==> src/rtl/dtu_pkg.sv <==
package dtu_pkg;
  localparam int CNT_W  = 16;
  localparam int BYTE_W = 8;
  localparam int PRE_W  = 5;
  localparam int NCH    = 2;
  localparam int SEG_W  = BYTE_W + PRE_W;

  localparam logic [2:0] A_MODE = 3'd0;
  localparam logic [2:0] A_CTRL = 3'd1;
  localparam logic [2:0] A_CNT  = 3'd2;

  typedef enum logic [1:0] {
    MD_13    = 2'd0,
    MD_16    = 2'd1,
    MD_RLD   = 2'd2,
    MD_SPLIT = 2'd3
  } tmode_e;

  typedef struct packed {
    logic   gate;
    logic   ext;
    tmode_e mode;
  } chan_cfg_t;

  typedef struct packed {
    logic [CNT_W-1:0] cnt;
    logic             ovf;
  } step_t;

  // one advance of the low part of a channel in the given mode
  function automatic step_t step_count(tmode_e m, logic [CNT_W-1:0] c);
    step_t r;
    logic [SEG_W-1:0] seg;
    r.cnt = c;
    r.ovf = 1'b0;
    seg   = {c[CNT_W-1:BYTE_W], c[PRE_W-1:0]};
    case (m)
      MD_13: begin
        r.ovf = &seg;
        seg   = seg + 1'b1;
        r.cnt = {seg[SEG_W-1:PRE_W], c[BYTE_W-1:PRE_W], seg[PRE_W-1:0]};
      end
      MD_16: begin
        r.ovf = &c;
        r.cnt = c + 1'b1;
      end
      MD_RLD: begin
        r.ovf = &c[BYTE_W-1:0];
        r.cnt = {c[CNT_W-1:BYTE_W],
                 r.ovf ? c[CNT_W-1:BYTE_W] : c[BYTE_W-1:0] + 1'b1};
      end
      MD_SPLIT: begin
        r.ovf = &c[BYTE_W-1:0];
        r.cnt = {c[CNT_W-1:BYTE_W], c[BYTE_W-1:0] + 1'b1};
      end
    endcase
    return r;
  endfunction

  // flag update: software value, then ack clear, then hardware set wins
  function automatic logic flag_next(logic cur, logic sw_wr, logic sw_val,
                                     logic ack, logic hw_set);
    logic f;
    f = cur;
    if (sw_wr)  f = sw_val;
    if (ack)    f = 1'b0;
    if (hw_set) f = 1'b1;
    return f;
  endfunction
endpackage

==> src/rtl/dtu_sync.sv <==
module dtu_sync #(
  parameter int N      = 2,
  parameter int STAGES = 2
) (
  input  logic         clk,
  input  logic         rst_n,
  input  logic [N-1:0] din,
  output logic [N-1:0] lvl,
  output logic [N-1:0] fall
);
  localparam int DEPTH = STAGES + 1;

  for (genvar i = 0; i < N; i++) begin : g_bit
    logic [DEPTH-1:0] sh;
    always_ff @(posedge clk or negedge rst_n) begin
      if (!rst_n) sh <= '1;
      else        sh <= {sh[DEPTH-2:0], din[i]};
    end
    assign lvl[i]  = sh[STAGES-1];
    assign fall[i] = sh[STAGES] & ~sh[STAGES-1];
  end
endmodule

==> src/rtl/dtu_channel.sv <==
module dtu_channel
  import dtu_pkg::*;
(
  input  logic              clk,
  input  logic              rst_n,
  input  tmode_e            mode,
  input  logic              inc_lo,
  input  logic              inc_hi,
  input  logic              wr_lo,
  input  logic              wr_hi,
  input  logic [BYTE_W-1:0] wdata,
  output logic [CNT_W-1:0]  cnt,
  output logic              ovf_lo,
  output logic              ovf_hi
);
  logic [CNT_W-1:0] cnt_d;
  step_t            st;
  logic             split;

  assign st     = step_count(mode, cnt);
  assign split  = (mode == MD_SPLIT);
  assign ovf_lo = inc_lo & st.ovf;
  assign ovf_hi = split & inc_hi & (&cnt[CNT_W-1:BYTE_W]);

  always_comb begin
    cnt_d = cnt;
    if (inc_lo) cnt_d = st.cnt;
    if (split && inc_hi) cnt_d[CNT_W-1:BYTE_W] = cnt[CNT_W-1:BYTE_W] + 1'b1;
    if (wr_lo) cnt_d[BYTE_W-1:0] = wdata;
    if (wr_hi) cnt_d[CNT_W-1:BYTE_W] = wdata;
  end

  always_ff @(posedge clk or negedge rst_n) begin
    if (!rst_n) cnt <= '0;
    else        cnt <= cnt_d;
  end
endmodule

==> src/rtl/dtu_xint.sv <==
module dtu_xint
  import dtu_pkg::*;
(
  input  logic           clk,
  input  logic           rst_n,
  input  logic [NCH-1:0] fall,
  input  logic [NCH-1:0] lvl,
  input  logic [NCH-1:0] edge_sel,
  input  logic [NCH-1:0] ack,
  input  logic           sw_wr,
  input  logic [NCH-1:0] sw_val,
  output logic [NCH-1:0] flag,
  output logic [NCH-1:0] irq,
  output logic [NCH-1:0] set_evt
);
  for (genvar i = 0; i < NCH; i++) begin : g_pin
    assign set_evt[i] = edge_sel[i] & fall[i];
    always_ff @(posedge clk or negedge rst_n) begin
      if (!rst_n) flag[i] <= 1'b0;
      else        flag[i] <= flag_next(flag[i], sw_wr, sw_val[i], ack[i], set_evt[i]);
    end
    assign irq[i] = edge_sel[i] ? flag[i] : ~lvl[i];
  end
endmodule

==> src/rtl/dtu_top.sv <==
module dtu_top
  import dtu_pkg::*;
#(
  parameter int SYNC_STAGES = 2
) (
  input  logic       clk,
  input  logic       rst_n,
  input  logic       reg_wr,
  input  logic [2:0] reg_addr,
  input  logic [7:0] reg_wdata,
  output logic [7:0] reg_rdata,
  input  logic       tick_en,
  input  logic [1:0] cnt_pin,
  input  logic [1:0] xint_pin,
  input  logic [1:0] ack_ovf,
  input  logic [1:0] ack_xint,
  output logic [1:0] irq_ovf,
  output logic [1:0] irq_xint
);
  localparam int NIB = BYTE_W / NCH;

  logic [BYTE_W-1:0] mode_q;
  logic [NCH-1:0]    run_q, tflag_q, itype_q, xflag;
  logic [NCH-1:0]    unused_cnt_lvl, cnt_fall, xint_lvl, xint_fall, xset_evt;
  logic [NCH-1:0]    src, open_g, inc_lo, inc_hi, wr_lo, wr_hi;
  logic [NCH-1:0]    ovf_lo, ovf_hi, ovf_set;
  logic [CNT_W-1:0]  cnt_all [NCH];
  chan_cfg_t         cfg [NCH];
  logic              wr_mode, wr_ctrl;

  dtu_sync #(.N(NCH), .STAGES(SYNC_STAGES)) u_cnt_sync (
    .clk(clk), .rst_n(rst_n), .din(cnt_pin), .lvl(unused_cnt_lvl), .fall(cnt_fall));

  dtu_sync #(.N(NCH), .STAGES(SYNC_STAGES)) u_xint_sync (
    .clk(clk), .rst_n(rst_n), .din(xint_pin), .lvl(xint_lvl), .fall(xint_fall));

  assign wr_mode = reg_wr && (reg_addr == A_MODE);
  assign wr_ctrl = reg_wr && (reg_addr == A_CTRL);

  for (genvar i = 0; i < NCH; i++) begin : g_ch
    assign cfg[i]    = chan_cfg_t'(mode_q[NIB*i +: NIB]);
    assign wr_lo[i]  = reg_wr && (reg_addr == A_CNT + 3'(2*i));
    assign wr_hi[i]  = reg_wr && (reg_addr == A_CNT + 3'(2*i+1));
    assign src[i]    = cfg[i].ext ? cnt_fall[i] : tick_en;
    assign open_g[i] = run_q[i] & (~cfg[i].gate | xint_lvl[i]);
    if (i == 0) begin : g_lead
      assign inc_lo[i] = src[i] & open_g[i];
      assign inc_hi[i] = (cfg[i].mode == MD_SPLIT) & run_q[NCH-1] & tick_en;
    end else begin : g_follow
      assign inc_lo[i] = src[i] & open_g[i] & (cfg[i].mode != MD_SPLIT);
      assign inc_hi[i] = 1'b0;
    end

    dtu_channel u_ch (
      .clk(clk), .rst_n(rst_n), .mode(cfg[i].mode),
      .inc_lo(inc_lo[i]), .inc_hi(inc_hi[i]),
      .wr_lo(wr_lo[i]), .wr_hi(wr_hi[i]), .wdata(reg_wdata),
      .cnt(cnt_all[i]), .ovf_lo(ovf_lo[i]), .ovf_hi(ovf_hi[i]));
  end

  // channel 0 high byte in split mode reports through flag 1
  assign ovf_set[0] = ovf_lo[0];
  assign ovf_set[1] = ovf_lo[1] | ovf_hi[0] | ovf_hi[1];

  always_ff @(posedge clk or negedge rst_n) begin
    if (!rst_n) begin
      mode_q  <= '0;
      run_q   <= '0;
      itype_q <= '0;
      tflag_q <= '0;
    end else begin
      if (wr_mode) mode_q <= reg_wdata;
      if (wr_ctrl) begin
        run_q   <= {reg_wdata[6], reg_wdata[4]};
        itype_q <= {reg_wdata[2], reg_wdata[0]};
      end
      tflag_q[0] <= flag_next(tflag_q[0], wr_ctrl, reg_wdata[5], ack_ovf[0], ovf_set[0]);
      tflag_q[1] <= flag_next(tflag_q[1], wr_ctrl, reg_wdata[7], ack_ovf[1], ovf_set[1]);
    end
  end

  dtu_xint u_xint (
    .clk(clk), .rst_n(rst_n), .fall(xint_fall), .lvl(xint_lvl),
    .edge_sel(itype_q), .ack(ack_xint), .sw_wr(wr_ctrl),
    .sw_val({reg_wdata[3], reg_wdata[1]}),
    .flag(xflag), .irq(irq_xint), .set_evt(xset_evt));

  assign irq_ovf = tflag_q;

  always_comb begin
    case (reg_addr)
      3'd0:    reg_rdata = mode_q;
      3'd1:    reg_rdata = {tflag_q[1], run_q[1], tflag_q[0], run_q[0],
                            xflag[1], itype_q[1], xflag[0], itype_q[0]};
      3'd2:    reg_rdata = cnt_all[0][BYTE_W-1:0];
      3'd3:    reg_rdata = cnt_all[0][CNT_W-1:BYTE_W];
      3'd4:    reg_rdata = cnt_all[1][BYTE_W-1:0];
      3'd5:    reg_rdata = cnt_all[1][CNT_W-1:BYTE_W];
      default: reg_rdata = '0;
    endcase
  end
endmodule

==> config.mk <==
export PLATFORM = sky130hd
export DESIGN_NAME = dtu_top
export DESIGN_NICKNAME = d
export VERILOG_FILES = /design/src/rtl/dtu_pkg.sv /design/src/rtl/dtu_sync.sv /design/src/rtl/dtu_channel.sv /design/src/rtl/dtu_xint.sv /design/src/rtl/dtu_top.sv
export SDC_FILE = /design/constraint.sdc
export NUM_CORES = 1
export LEC_CHECK = 0
export BUFFER_PORTS_ARGS = -buffer_cell sky130_fd_sc_hd__buf_2
export CORE_AREA = 8 8 89 122
export CTS_BUF_LIST = sky130_fd_sc_hd__clkbuf_4 sky130_fd_sc_hd__clkbuf_8 sky130_fd_sc_hd__clkbuf_16
export CTS_CLUSTER_SIZE = 20
export DETAILED_ROUTE_END_ITERATION = 7
export DIE_AREA = 0 0 97 130
export GPL_TIMING_DRIVEN = 0
export PLACE_DENSITY = 0.8
export SYNTH_ARGS = -nofsm -noshare
export SYNTH_HDL_FRONTEND = slang
export SYNTH_HIERARCHICAL = 1
export SYNTH_SLANG_ARGS = --single-unit
==> constraint.sdc <==
create_clock -name clk -period 2.7 [get_ports clk]
set_input_delay 0.54 -clock clk [delete_from_list [all_inputs] [get_ports clk]]
set_output_delay 0.54 -clock clk [all_outputs]
set_load 0.005 [all_outputs]
==> results of run 1 <==
## layout make-up
type,instances,area [um2],area share (%)
Multi-Input combinational cell,419,2920,54.8
Sequential cell,60,1520,28.4
Clock buffer,9,225,4.22
Buffer,46,221,4.15
Timing Repair Buffer,32,163,3.05
Tap cell,107,134,2.51
Clock inverter,7,98.8,1.85
Inverter,15,56.3,1.05
## stage by stage
stage	cells	hold WS [ps]
floorplan	540	244
global route	695	298
finish	695	277
detailed placement	679	347
CTS	695	294
global placement	679	345
## sequential cells by signal (all words and copies together), names as in the netlist
signal and flops:
irq_ovf 2, run_q 2, u_cnt_sync/g_bit.sh 6, itype_q 2, u_xint_sync/g_bit.sh 6, g_ch.u_ch/cnt 32
mode_q 8, u_xint/flag 2
## power by group through the flow
stage          Clock, W  Sequential (W)  Combinational [W]
4_1_cts         0.00129         0.00156            0.00177
2_1_floorplan         0         0.00142            0.00134
6_report        0.00128         0.00157            0.00180
5_1_grt         0.00133         0.00160            0.00197
3_5_place_dp          0         0.00158            0.00175
3_3_place_gp          0         0.00155            0.00171
## worst max-delay path: stages (launching register included)
cell      delay (ps)
dfstp_2          580
buf_4            130
o21ai_0           60
a211oi_1         530
clkbuf_1         510
a41oi_1          190
a311oi_1         300
a21o_1           120
## metal layers
| layer | global-route usage [%] | vias up |
|---|---|---|
| met1 | 26.5 | 2308 |
| met5 | 0 | - |
| li1 | - | 2129 |
| met2 | 43.6 | 240 |
| met3 | 4.34 | 65 |
| met4 | 16.0 | 0 |
## how the worst min path moves through the flow
stage                                               from                              endpoint  slack (ps)  cells past startpoint
floorplan                                          rst_n       g_ch[0].u_ch/cnt[0]$_DFFE_PN0P_         240                      0
global placement    u_xint_sync/g_bit[0].sh[0]$_DFF_PN1_  u_xint_sync/g_bit[0].sh[1]$_DFF_PN1_         350                      0
detailed placement  u_xint_sync/g_bit[0].sh[0]$_DFF_PN1_  u_xint_sync/g_bit[0].sh[1]$_DFF_PN1_         350                      0
CTS                                          xint_pin[1]  u_xint_sync/g_bit[1].sh[0]$_DFF_PN1_         290                      1
global route                                 xint_pin[1]  u_xint_sync/g_bit[1].sh[0]$_DFF_PN1_         300                      1
finish                                             rst_n       g_ch[1].u_ch/cnt[1]$_DFFE_PN0P_         280                      1
==> results.txt, run 1 <==
- Detail Route Antenna Nets: 0
* Fillers: 760
- Maximum number of pins on one net before global-route repair: 61
- The average instance in the mapped netlist occupies approximately 9 um2.
- Post-route clock period utilization: about nine tenths
- CTS placed an instance of clkbuf_16 at the clock tree root.
- Initial antenna violation count: 0
- I/O pin cnt: 35
- Before antenna repair, the detailed router went through 5 iterations.
* Reported max-cap violation count: 0
- Worst-case register-to-register setup slack: around 230 ps
- Global routing finished with a remaining overflow of 0.
- The floorplan has 41 rows.
- After layout, the minimum clock period comes to ~2500 ps.
* Minimum setup slack after placement: 67.5 ps
* Effective utilization at floorplan: a little over half
* Worst Reg2Reg Path Length in Cells: 7
- Data arrives at the worst endpoint at 2750 ps.
- Highest signal layer in the routed design: met4
- Crit Path Category: register to register
* Number of buffers inserted by port buffering: 32
- Setup violations remaining at the end of the flow were counted as 0.
- Routed Wire Length: approximately 15 mm
- STA classifies the critical path endpoint as a register.
- CTS tree: done
- The top cell types in the final layout, fill and taps aside, are buf_2, dfrtp_1, nand2_1, nand3_1, nor2_1.
- Switching share of power: 41.5%
- After clock tree synthesis, the clock-pin slew on the worst setup and hold paths is 60 ps.
- The total area inside the core boundary comes to 0.00898 mm2.
- In this run the static leakage power is 2.12 nW.
- Synth-to-Final Area Change: 13.2%
* Placed Area: 0.00501 mm2
- Clk sink count: 60
* Hold Buf Count CTS: 0
- The number of failing hold endpoints at the final stage was 0.
- Counting the buffers created by CTS gives 9.
- Total power draw: 0.00466 W
- Global-route usage over all layers: 24.6%
* Gate count of the mapped netlist: 539
- Number of pins with negative max-slew slack in the final report: 0
- Net Switching: 0.00193 W
- The number of antenna diodes in the final layout is 0.
* Die area: 0.0126 mm2
- Total number of nets in the final design: 610
- In this run, post-CTS repair resized a total of 0 instances.
* Timing-limited maximum frequency: 405 MHz
* Total negative slack for setup checks: 0 ps
- Most frequent standard cell in the layout excluding fill and tap cells: buf_2
- Crit path to: g_ch[1].u_ch/cnt[4]$_DFFE_PN0P_
- Internal power: roughly 0.0027 W
- Along the worst path, the maximum fanout reaches 10.
- Sequential cells account for 33.8% of the total power.
* Data required, critical path: 2980 ps
- Via count of the first global-routing pass: ~4600
- Once layout is done, the placed cells without fillers occupy 0.00534 mm2.
- Die Span X: 97 um
* Startpoint type of the worst setup path: register
- Worst slew margin: 28.6%
- Wire segments on met2 add up to 7.92 mm in the final route.
- Post-route DRC violation count: 0
- The clock passes through at most 2 buffers.
* Worst-skew pair later-pin latency: roughly 340 ps
- Hold WC Path Type: primary input to asynchronous set/reset pin
- After clock tree synthesis, the setup repair step added 0 buffers.
* Level count of the clock H-tree: 3
* Max rail drop VDD: approximately 0.62 mV
- Clock power share: approximately 28%
- For the pin with the worst max-slew slack, the measured transition is 1060 ps.
- Routed via count: 4742
- Sum of net half-perimeters after detailed placement: 11.0 mm
- The most critical setup path has its startpoint at u_xint_sync/g_bit[1].sh[1]$_DFF_PN1_.
* Final weighted congestion of routability-driven global placement: 0.958
- Setup Skew: 7.13 ps
* DRT iter0 DRCs: 343
- After detailed routing, the wire length on met1 is about 5.6 mm.
* First-pass GRT wire length: about 25 mm
* Die height: 130 um
- Amount of wire on met3 after detailed routing: 1.16 mm
* Outcome: finished clean
- In this run, the combinational gates consume between 30% and 40% of the power.
- Post-Syn Area: 0.00471 mm2
- Setup slack closes at 229 ps.
* PD cells: about 870 mW/mm2
- Via-per-instance ratio: 6.82
- Startpoint of the worst-slack reg-to-reg timing path: u_xint_sync/g_bit[1].sh[1]$_DFF_PN1_
- Final core utilization: about three fifths
- Setup repair after global routing left no endpoint under its margin.
* Capture instance of the worst register-to-register path: g_ch[1].u_ch/cnt[4]$_DFFE_PN0P_
- Cells with a size suffix above 1 make up 19.4% of the layout.
* Number of warnings issued by yosys: 6
- Routed wire per std cell: 22.2 um
(Power assumes the default switching activity.)
==> run 2: changes to the inputs <==
--- a/config.mk
+++ b/config.mk
@@ -6,13 +6,13 @@
 export NUM_CORES = 1
 export LEC_CHECK = 0
 export BUFFER_PORTS_ARGS = -buffer_cell sky130_fd_sc_hd__buf_2
-export CORE_AREA = 8 8 89 122
+export CORE_AREA = 8 8 108 100
 export CTS_BUF_LIST = sky130_fd_sc_hd__clkbuf_4 sky130_fd_sc_hd__clkbuf_8 sky130_fd_sc_hd__clkbuf_16
 export CTS_CLUSTER_SIZE = 20
 export DETAILED_ROUTE_END_ITERATION = 7
-export DIE_AREA = 0 0 97 130
+export DIE_AREA = 0 0 116 108
 export GPL_TIMING_DRIVEN = 0
-export PLACE_DENSITY = 0.8
+export PLACE_DENSITY = 0.81
 export SYNTH_ARGS = -nofsm -noshare
 export SYNTH_HDL_FRONTEND = slang
 export SYNTH_HIERARCHICAL = 1
==> constraint.sdc (replaced) <==
create_clock -name clk -period 2.7 [get_ports clk]
set_input_delay 0.54 -clock clk [delete_from_list [all_inputs] [get_ports clk]]
set_output_delay 0.54 -clock clk [all_outputs]
set_load 0.05 [all_outputs]
==> run 2 against run 1 <==
  * Clock power down 30%
  * Clock skew increased by 8.8 ps
  * Combinational power rose by 8%
  * Core utilization down 0.69 points
  * Largest cell class unchanged
==> results.txt, run 2 (synthesis gave the netlist of run 1 again) <==
- The first-pass iteration count of the detailed router was 6 (was 5).
- Reg with most FFs: g_ch.u_ch/cnt (unchanged)
- The half-perimeter wire length of the detailed placement result came to 10.6 mm (was 11.0 mm).
- The top achievable clock speed came to 387 MHz (was 405 MHz).
* Final setup fails: 0 (unchanged)
- The gate family responsible for the most delay along the worst path is compound AO/OA/AOI/OAI gates (unchanged).
* Final Instance Area: 0.00524 mm2 (was 0.00534 mm2)
- DRT iter0 DRCs: 576 (was 343)
* Critical path data arrival time: 2870 ps (was 2750 ps)
- Reported max-cap violation count: 0 (unchanged)
- The average wire per standard cell came to 21.3 um (was 22.2 um).
* Clk sink count: 60 (unchanged)
* Finished Layout Cells: 710 (was 695)
- Global Route met1 Usage: 35.6% (was 26.5%)
- Detail Route Antenna Nets: 0 (unchanged)
* Most frequent cells in the layout: buf_2, dfrtp_1, nand2_1, nand3_1, nor2_1 (unchanged)
- Ratio of cells with drive above 1 in the final layout: 19.4% (unchanged)
- The busiest metal layer after global routing is met2 (unchanged).
- The sequential standard cell area came to 0.00152 mm2 (unchanged).
- Total number of nets in the final design: 610 (unchanged)
* First-pass GRT wire length: 24.1 mm (was 24.6 mm)
* Multi-input combinational cell area: 0.00292 mm2 (unchanged)
- The number of design rule violations left after detail routing is 0 (unchanged).
- Endpoint type of the worst setup path: register (unchanged)
- The slack of the worst reg-to-reg path was 120 ps (was 230 ps).
* Clock-pin slew on the worst setup and hold paths: 90 ps (was 60 ps)
- The overall die width was 116 um (was 97 um).
- Number of buffers inserted by port buffering: 32 (unchanged)
* Capture instance of the worst register-to-register path: g_ch[0].u_ch/cnt[4]$_DFFE_PN0P_ (was g_ch[1].u_ch/cnt[4]$_DFFE_PN0P_)
* Routed Wire Length: 15.1 mm (was 15.5 mm)
- The largest net degree at the start of global routing is 61 (unchanged).
* Number of pins with negative max-slew slack in the final report: 0 (unchanged)
* CTS tree: done (unchanged)
* Slew at the pin closest to its max-slew limit: 1070 ps (was 1060 ps)
- The vertical extent of the die came to 108 um (was 130 um).
* Via-per-instance ratio: 6.59 (was 6.82)
* Number of buffers inserted to repair setup after CTS: 0 (unchanged)
* Hold WC Path Type: primary input to asynchronous set/reset pin (unchanged)
- Cells along the critical path: nor2b_4, inv_1, a221oi_1, clkbuf_1, a41oi_1, a311oi_1, a21o_1 (was buf_4, o21ai_0, a211oi_1, clkbuf_1, a41oi_1, a311oi_1, a21o_1)
* Startpoint of the worst-slack reg-to-reg timing path: u_cnt_sync/g_bit[0].sh[2]$_DFF_PN1_ (was u_xint_sync/g_bit[1].sh[1]$_DFF_PN1_)
* Crit path largest cell delay: 710 ps (was 580 ps)
- Met2 routing resource usage after global routing: 36.2% (was 43.6%)
- Outcome: finished clean (unchanged)
* Data required, critical path: 2990 ps (was 2980 ps)
- Post-route clock period utilization: 95.6% (was 91.5%)
- The boundary pin count came to 35 (unchanged).
* Most frequent standard cell in the layout excluding fill and tap cells: buf_2 (unchanged)
- The worst hold slack is 273 ps (was 277 ps).
* Level count of the clock H-tree: 3 (unchanged)
* Effective utilization at floorplan: 52.8% (was 52.5%)
* Setup Skew: 16.0 ps (was 7.13 ps)
- The total congestion overflow after global routing is 0 (unchanged).
- The standard cell with the maximum stage delay on the critical path is a221oi_1 (was dfstp_2).
- Synth-to-Final Area Change: 11.2% (was 13.2%)
- Max rail drop VDD: 0.571 mV (was 0.621 mV)
- Setup repair after global routing missed its margin: no (unchanged).
* Initial antenna violation count: 0 (unchanged)
- The via count of the first global-routing pass was 4379 (was 4636).
- Count of cells resized by post-cts repair: 0 (unchanged)
- The count of hold-fix buffers inserted at cts is 0 (unchanged).
* Final weighted congestion of routability-driven global placement: 0.939 (was 0.958)
- Startpoint type of the worst setup path: register (unchanged)
- Placed Area: 0.00503 mm2 (was 0.00501 mm2)
* Total negative slack for setup checks: 0 ps (unchanged)
* M3 GR Usage: 5.46% (was 4.34%)
* Largest driver fanout on the critical path: 10 (unchanged)
- Global-route usage over all layers: 24.8% (was 24.6%)
* Leakage: 2.07 nW (was 2.12 nW)
- The cell depth of the worst flop-to-flop path was 7 (unchanged).
- The number of flip-flops under the largest register name came to 32 (unchanged).
- The number of inserted filler cells in the final layout was 799 (was 760).
* Total inserted antenna cells: 0 (unchanged)
* Core region area: 0.00892 mm2 (was 0.00898 mm2)
* Die area: 0.0125 mm2 (was 0.0126 mm2)
- PD cells: 840 mW/mm2 (was 873 mW/mm2)
- Largest registers: g_ch.u_ch/cnt x32, mode_q x8 (unchanged)
- The critical path class was register to register (unchanged).
- Total power draw: 0.00440 W (was 0.00466 W)
- The buffer depth of the longest clock path came to 2 (unchanged).
* Number of cells after detailed placement: 694 (was 679)
- The number of failing hold endpoints at the final stage came to 0 (unchanged).
- The final period demand of the worst path is 2580 ps (was 2470 ps).
- Worst slew margin: 28.2% (was 28.6%)
- Buffers & Inverters on Critical Path: 2 (unchanged)
* Routed via count: 4682 (was 4742)
- Root Buffer: clkbuf_8 (was clkbuf_16)
- Number of buffers created by CTS: 9 (unchanged)
* Rows: 33 (was 41)
* Worst-skew pair later-pin latency: 350 ps (was 340 ps)
-- run 2: cell count changes in the layout (fill, tap and decap cells not counted) --
cell	delta
bufinv_16	-1
clkbuf_16	-9
clkbuf_8	+10
clkinv_2	-1
clkinvlp_4	+1
-- run 2: power breakdown --
| group | internal (W) | switching [W] | leakage (nW) |
|---|---|---|---|
| clock network | 0.000460 | 0.000431 | 0.0995 |
| registers | 0.00116 | 0.000411 | 0.700 |
| logic | 0.000752 | 0.00119 | 1.27 |
-- run 2: layer usage --
layer  vias to the layer above  routed length (um)
met5                         -                   0
met4                         0                 329
met3                        33                2060
met2                       322                6470
met1                      2207                6250
li1                       2120                   -
-- run 2: metrics by stage --
stage | utilization, % | setup WS (ps)
floorplan | - | 259
global placement | 56.4 | 80.8
detailed placement | 56.4 | 88.3
CTS | 58.7 | 238
global route | 58.8 | 99.1
finish | 58.8 | 118
-- run 2: how the worst max path moves through the flow --
| stage | start | endpoint | slack (ps) | cells after the start |
|---|---|---|---|---|
| after CTS | u_cnt_sync/g_bit[0].sh[2]$_DFF_PN1_ | g_ch[0].u_ch/cnt[4]$_DFFE_PN0P_ | 240 | 7 |
| after global routing | u_cnt_sync/g_bit[1].sh[1]$_DFF_PN1_ | g_ch[1].u_ch/cnt[11]$_DFFE_PN0P_ | 100 | 8 |
| after global placement | reg_addr[0] | g_ch[1].u_ch/cnt[10]$_DFFE_PN0P_ | 80 | 9 |
| final | u_cnt_sync/g_bit[0].sh[2]$_DFF_PN1_ | g_ch[0].u_ch/cnt[4]$_DFFE_PN0P_ | 120 | 7 |
| after detailed placement | reg_addr[0] | g_ch[1].u_ch/cnt[10]$_DFFE_PN0P_ | 90 | 9 |
| after floorplan | reg_addr[0] | reg_rdata[2] | 260 | 5 |
-- run 2: final cells by class --
class	instances	area share, %
tap	122	2.91
clock buffer	10	2.63
multi-input combinational	419	55.8
clock inverter	6	1.36
inverter	15	1.07
timing repair buffer	32	3.10
sequential	60	28.9
buffer	46	4.23
==> run 3: changes to the inputs <==
==> constraint.sdc (replaced) <==
create_clock -name clk -period 2.5 [get_ports clk]
set_input_delay 0.5 -clock clk [delete_from_list [all_inputs] [get_ports clk]]
set_output_delay 0.5 -clock clk [all_outputs]
set_load 0.05 [all_outputs]
==> run 3 against run 2 <==
  * Clock skew shrank 1.9 ps
  * Largest cell class unchanged
  * Cell count is the same
  * Wire length is essentially flat
  * Critical path depth grew 2
  * Sequential power grew 8%
  * Worst hold slack lost 44 ps
  * Die area is the same
  * Sequential share of layout area shrank 0.096 points
  * Non-clock buffer count is the same
  * Cell area grew 0.33%
  * Count of clock-buffer cells in the layout is the same
==> results.txt, run 3 (synthesis gave the netlist of run 1 again) <==
- Largest registers: g_ch.u_ch/cnt x32, mode_q x8 (unchanged).
- The boundary pin count came to 35 (unchanged).
- Total negative slack for setup checks: 0 ps (unchanged)
- Total number of nets in the final design: 610 (unchanged)
- Ratio of cells with drive above 1 in the final layout: 20.1% (was 19.4%)
- Cells along the critical path: buf_6, buf_2, nand2_1, nor2_1, clkbuf_1, inv_1, o21a_1, a21boi_0, a21oi_1 (was nor2b_4, inv_1, a221oi_1, clkbuf_1, a41oi_1, a311oi_1, a21o_1)
- The largest net degree at the start of global routing came to 61 (unchanged).
- The number of port buffers was 32 (unchanged).
- Startpoint type of the worst setup path: primary input (was register)
* PD cells: 904 mW/mm2 (was 840 mW/mm2)
- Critical path data arrival time: 2620 ps (was 2870 ps)
- The top register by number of flip-flops is g_ch.u_ch/cnt (unchanged).
* Total power draw: 0.00475 W (was 0.00440 W)
* Global-route usage over all layers: 24.8% (unchanged)
- The cell area after layout was 0.00526 mm2 (was 0.00524 mm2).
- Min cycle time layout: roughly 2400 ps
- The slew at the pin closest to its max-slew limit came to 1080 ps (was 1070 ps).
- Core region area: 0.00892 mm2 (unchanged)
- The critical register-to-register path startpoint is u_cnt_sync/g_bit[0].sh[2]$_DFF_PN1_ (unchanged).
* Clock-pin slew on the worst setup and hold paths: 90 ps (about the same)
- The standard cell with the maximum stage delay on the critical path is clkbuf_1 (was a221oi_1).
* Final setup fails: 0 (unchanged)
- Maximum clock path buffer count: 2 (unchanged)
- Worst slew margin: 27.7% (was 28.2%)
- The effective utilization at floorplan was 52.8% (unchanged).
- Worst-case register-to-register setup slack: 160 ps (was 120 ps)
- Outcome: finished clean (unchanged)
* Routed via count: 4660 (was 4682)
- The worst min-delay path category was primary input to asynchronous set/reset pin (unchanged).
- Most frequent standard cell in the layout excluding fill and tap cells: buf_2 (unchanged)
* Worst-skew pair later-pin latency: 350 ps (about the same)
- The mean number of vias per cell was 6.56 (was 6.59).
* Final weighted congestion of routability-driven global placement: 0.939 (unchanged)
- The critical path class is primary input to register (was register to register).
* Crit path largest cell delay: 430 ps (was 710 ps)
* Root Buffer: clkbuf_8 (unchanged)
* Worst Reg2Reg Path Length in Cells: 7 (unchanged)
* Leakage: 2.07 nW (about the same)
- Total inserted antenna cells: 0 (unchanged)
- The critical-path maximum fanout is 10 (unchanged).
- Fillers: 797 (was 799)
- The overall die width came to 116 um (unchanged).
- The data required time at the worst endpoint is 2740 ps (was 2990 ps).
- The core utilization of the finished layout is 59.0% (was 58.8%).
- The number of core rows was 33 (unchanged).
- The first-pass iteration count of the detailed router came to 5 (was 6).
* GRT overflow: 0 (unchanged)
* Max rail drop VDD: 0.614 mV (was 0.571 mV)
- Timing-limited maximum frequency: 419 MHz
- The number of H-tree levels came to 3 (unchanged).
- First-pass GRT wire length: 24.1 mm (unchanged)
- Setup Skew: 14.0 ps (was 16.0 ps)
- CTS tree: done (unchanged)
* Capture instance of the worst register-to-register path: g_ch[0].u_ch/cnt[4]$_DFFE_PN0P_ (unchanged)
- Worst path setup slack after routing: 116 ps (was 118 ps)
* Initial antenna violation count: 0 (unchanged)
- Final number of hold-violating endpoints: 0 (unchanged)
- The worst slack at placement is -71.7 ps (was 88.3 ps).
- Number of buffers created by CTS: 9 (unchanged)
* Synth-to-Final Area Change: 11.6% (was 11.2%)
* Most frequent cells in the layout: buf_2, dfrtp_1, nand2_1, nand3_1, nor2_1 (unchanged)
- Endpoint type of the worst setup path: register (unchanged)
* Die height: 108 um (unchanged)
- The clock sink count is 60 (unchanged).
- The number of post-CTS setup repair buffers came to 0 (unchanged).
* Setup repair after global routing missed its margin: no (unchanged)
* Placed Area: 0.00503 mm2 (unchanged)
- Post-route DRC violation count: 0 (unchanged)
- The average wire per standard cell was 21.3 um (about the same).
- The number of flip-flops under the largest register name came to 32 (unchanged).
- Number of pins with negative max-slew slack in the final report: 0 (unchanged)
- Die area: 0.0125 mm2 (unchanged)
- The count of maximum capacitance violations is 0 (unchanged).
- The total detailed-routing wirelength was 15.1 mm (about the same).
- The via count of the first global-routing pass was 4379 (unchanged).
- Detail Route Antenna Nets: 0 (unchanged)
* Post-route clock period utilization: 95.4%
- DRT iter0 DRCs: 574 (was 576)
- Sum of net half-perimeters after detailed placement: 10.6 mm (unchanged)
-- run 3: cell type report --
type,instances,area [um2],share of cell area (%)
Tap cell,122,153,2.90
Multi-Input combinational cell,419,2940,55.9
Inverter,15,56.3,1.07
Sequential cell,60,1520,28.8
Buffer,46,223,4.24
Clock buffer,10,138,2.62
Clock inverter,6,71.3,1.36
Timing Repair Buffer,32,163,3.09
-- run 3: timing repair --
action / 4_1_cts / 5_1_grt
gates resized for setup: 0 / 5
hold buffers: 0 / 0
setup endpoints to repair: 0 / 8
-- run 3: worst max-delay path by stage --
| stage | startpoint | to | slack, ps | depth (start not counted) |
|---|---|---|---|---|
| after CTS | u_cnt_sync/g_bit[0].sh[2]$_DFF_PN1_ | g_ch[0].u_ch/cnt[4]$_DFFE_PN0P_ | 40 | 7 |
| after global placement | reg_addr[0] | g_ch[1].u_ch/cnt[10]$_DFFE_PN0P_ | -80 | 9 |
| after global routing | reg_addr[2] | reg_rdata[4] | 50 | 6 |
| final | reg_addr[0] | g_ch[1].u_ch/cnt[10]$_DFFE_PN0P_ | 120 | 9 |
| after detailed placement | reg_addr[0] | g_ch[1].u_ch/cnt[10]$_DFFE_PN0P_ | -70 | 9 |
| after floorplan | reg_addr[0] | reg_rdata[2] | 140 | 5 |
-- run 3: stage by stage --
| step | std cells | hold slack [ps] |
|---|---|---|
| finish | 710 | 229 |
| global route | 710 | 229 |
| CTS | 710 | 240 |
| detailed placement | 694 | 347 |
| global placement | 694 | 347 |
| floorplan | 540 | 204 |
-- run 3: power by group --
part	switching, W	internal, W	leakage, nW
clock	0.000459	0.000496	0.0995
combinational	0.00129	0.000815	1.27
sequential	0.000443	0.00125	0.700
-- run 3: critical path, delay by kind of cell --
| kind | cells | cell delay (ps) |
|---|---|---|
| simple gates | 2 | 320 |
| buf+inv | 4 | 1100 |
| compound gates | 3 | 690 |
-- run 3: layer usage --
layer  part of all wire (%)  up-vias  GRT usage (%)
li1                       -     2119              -
met1                     42     2186           35.6
met2                     42      312           36.2
met3                     13       43           5.46
met4                    2.6        0           7.59
met5                      0        -              0
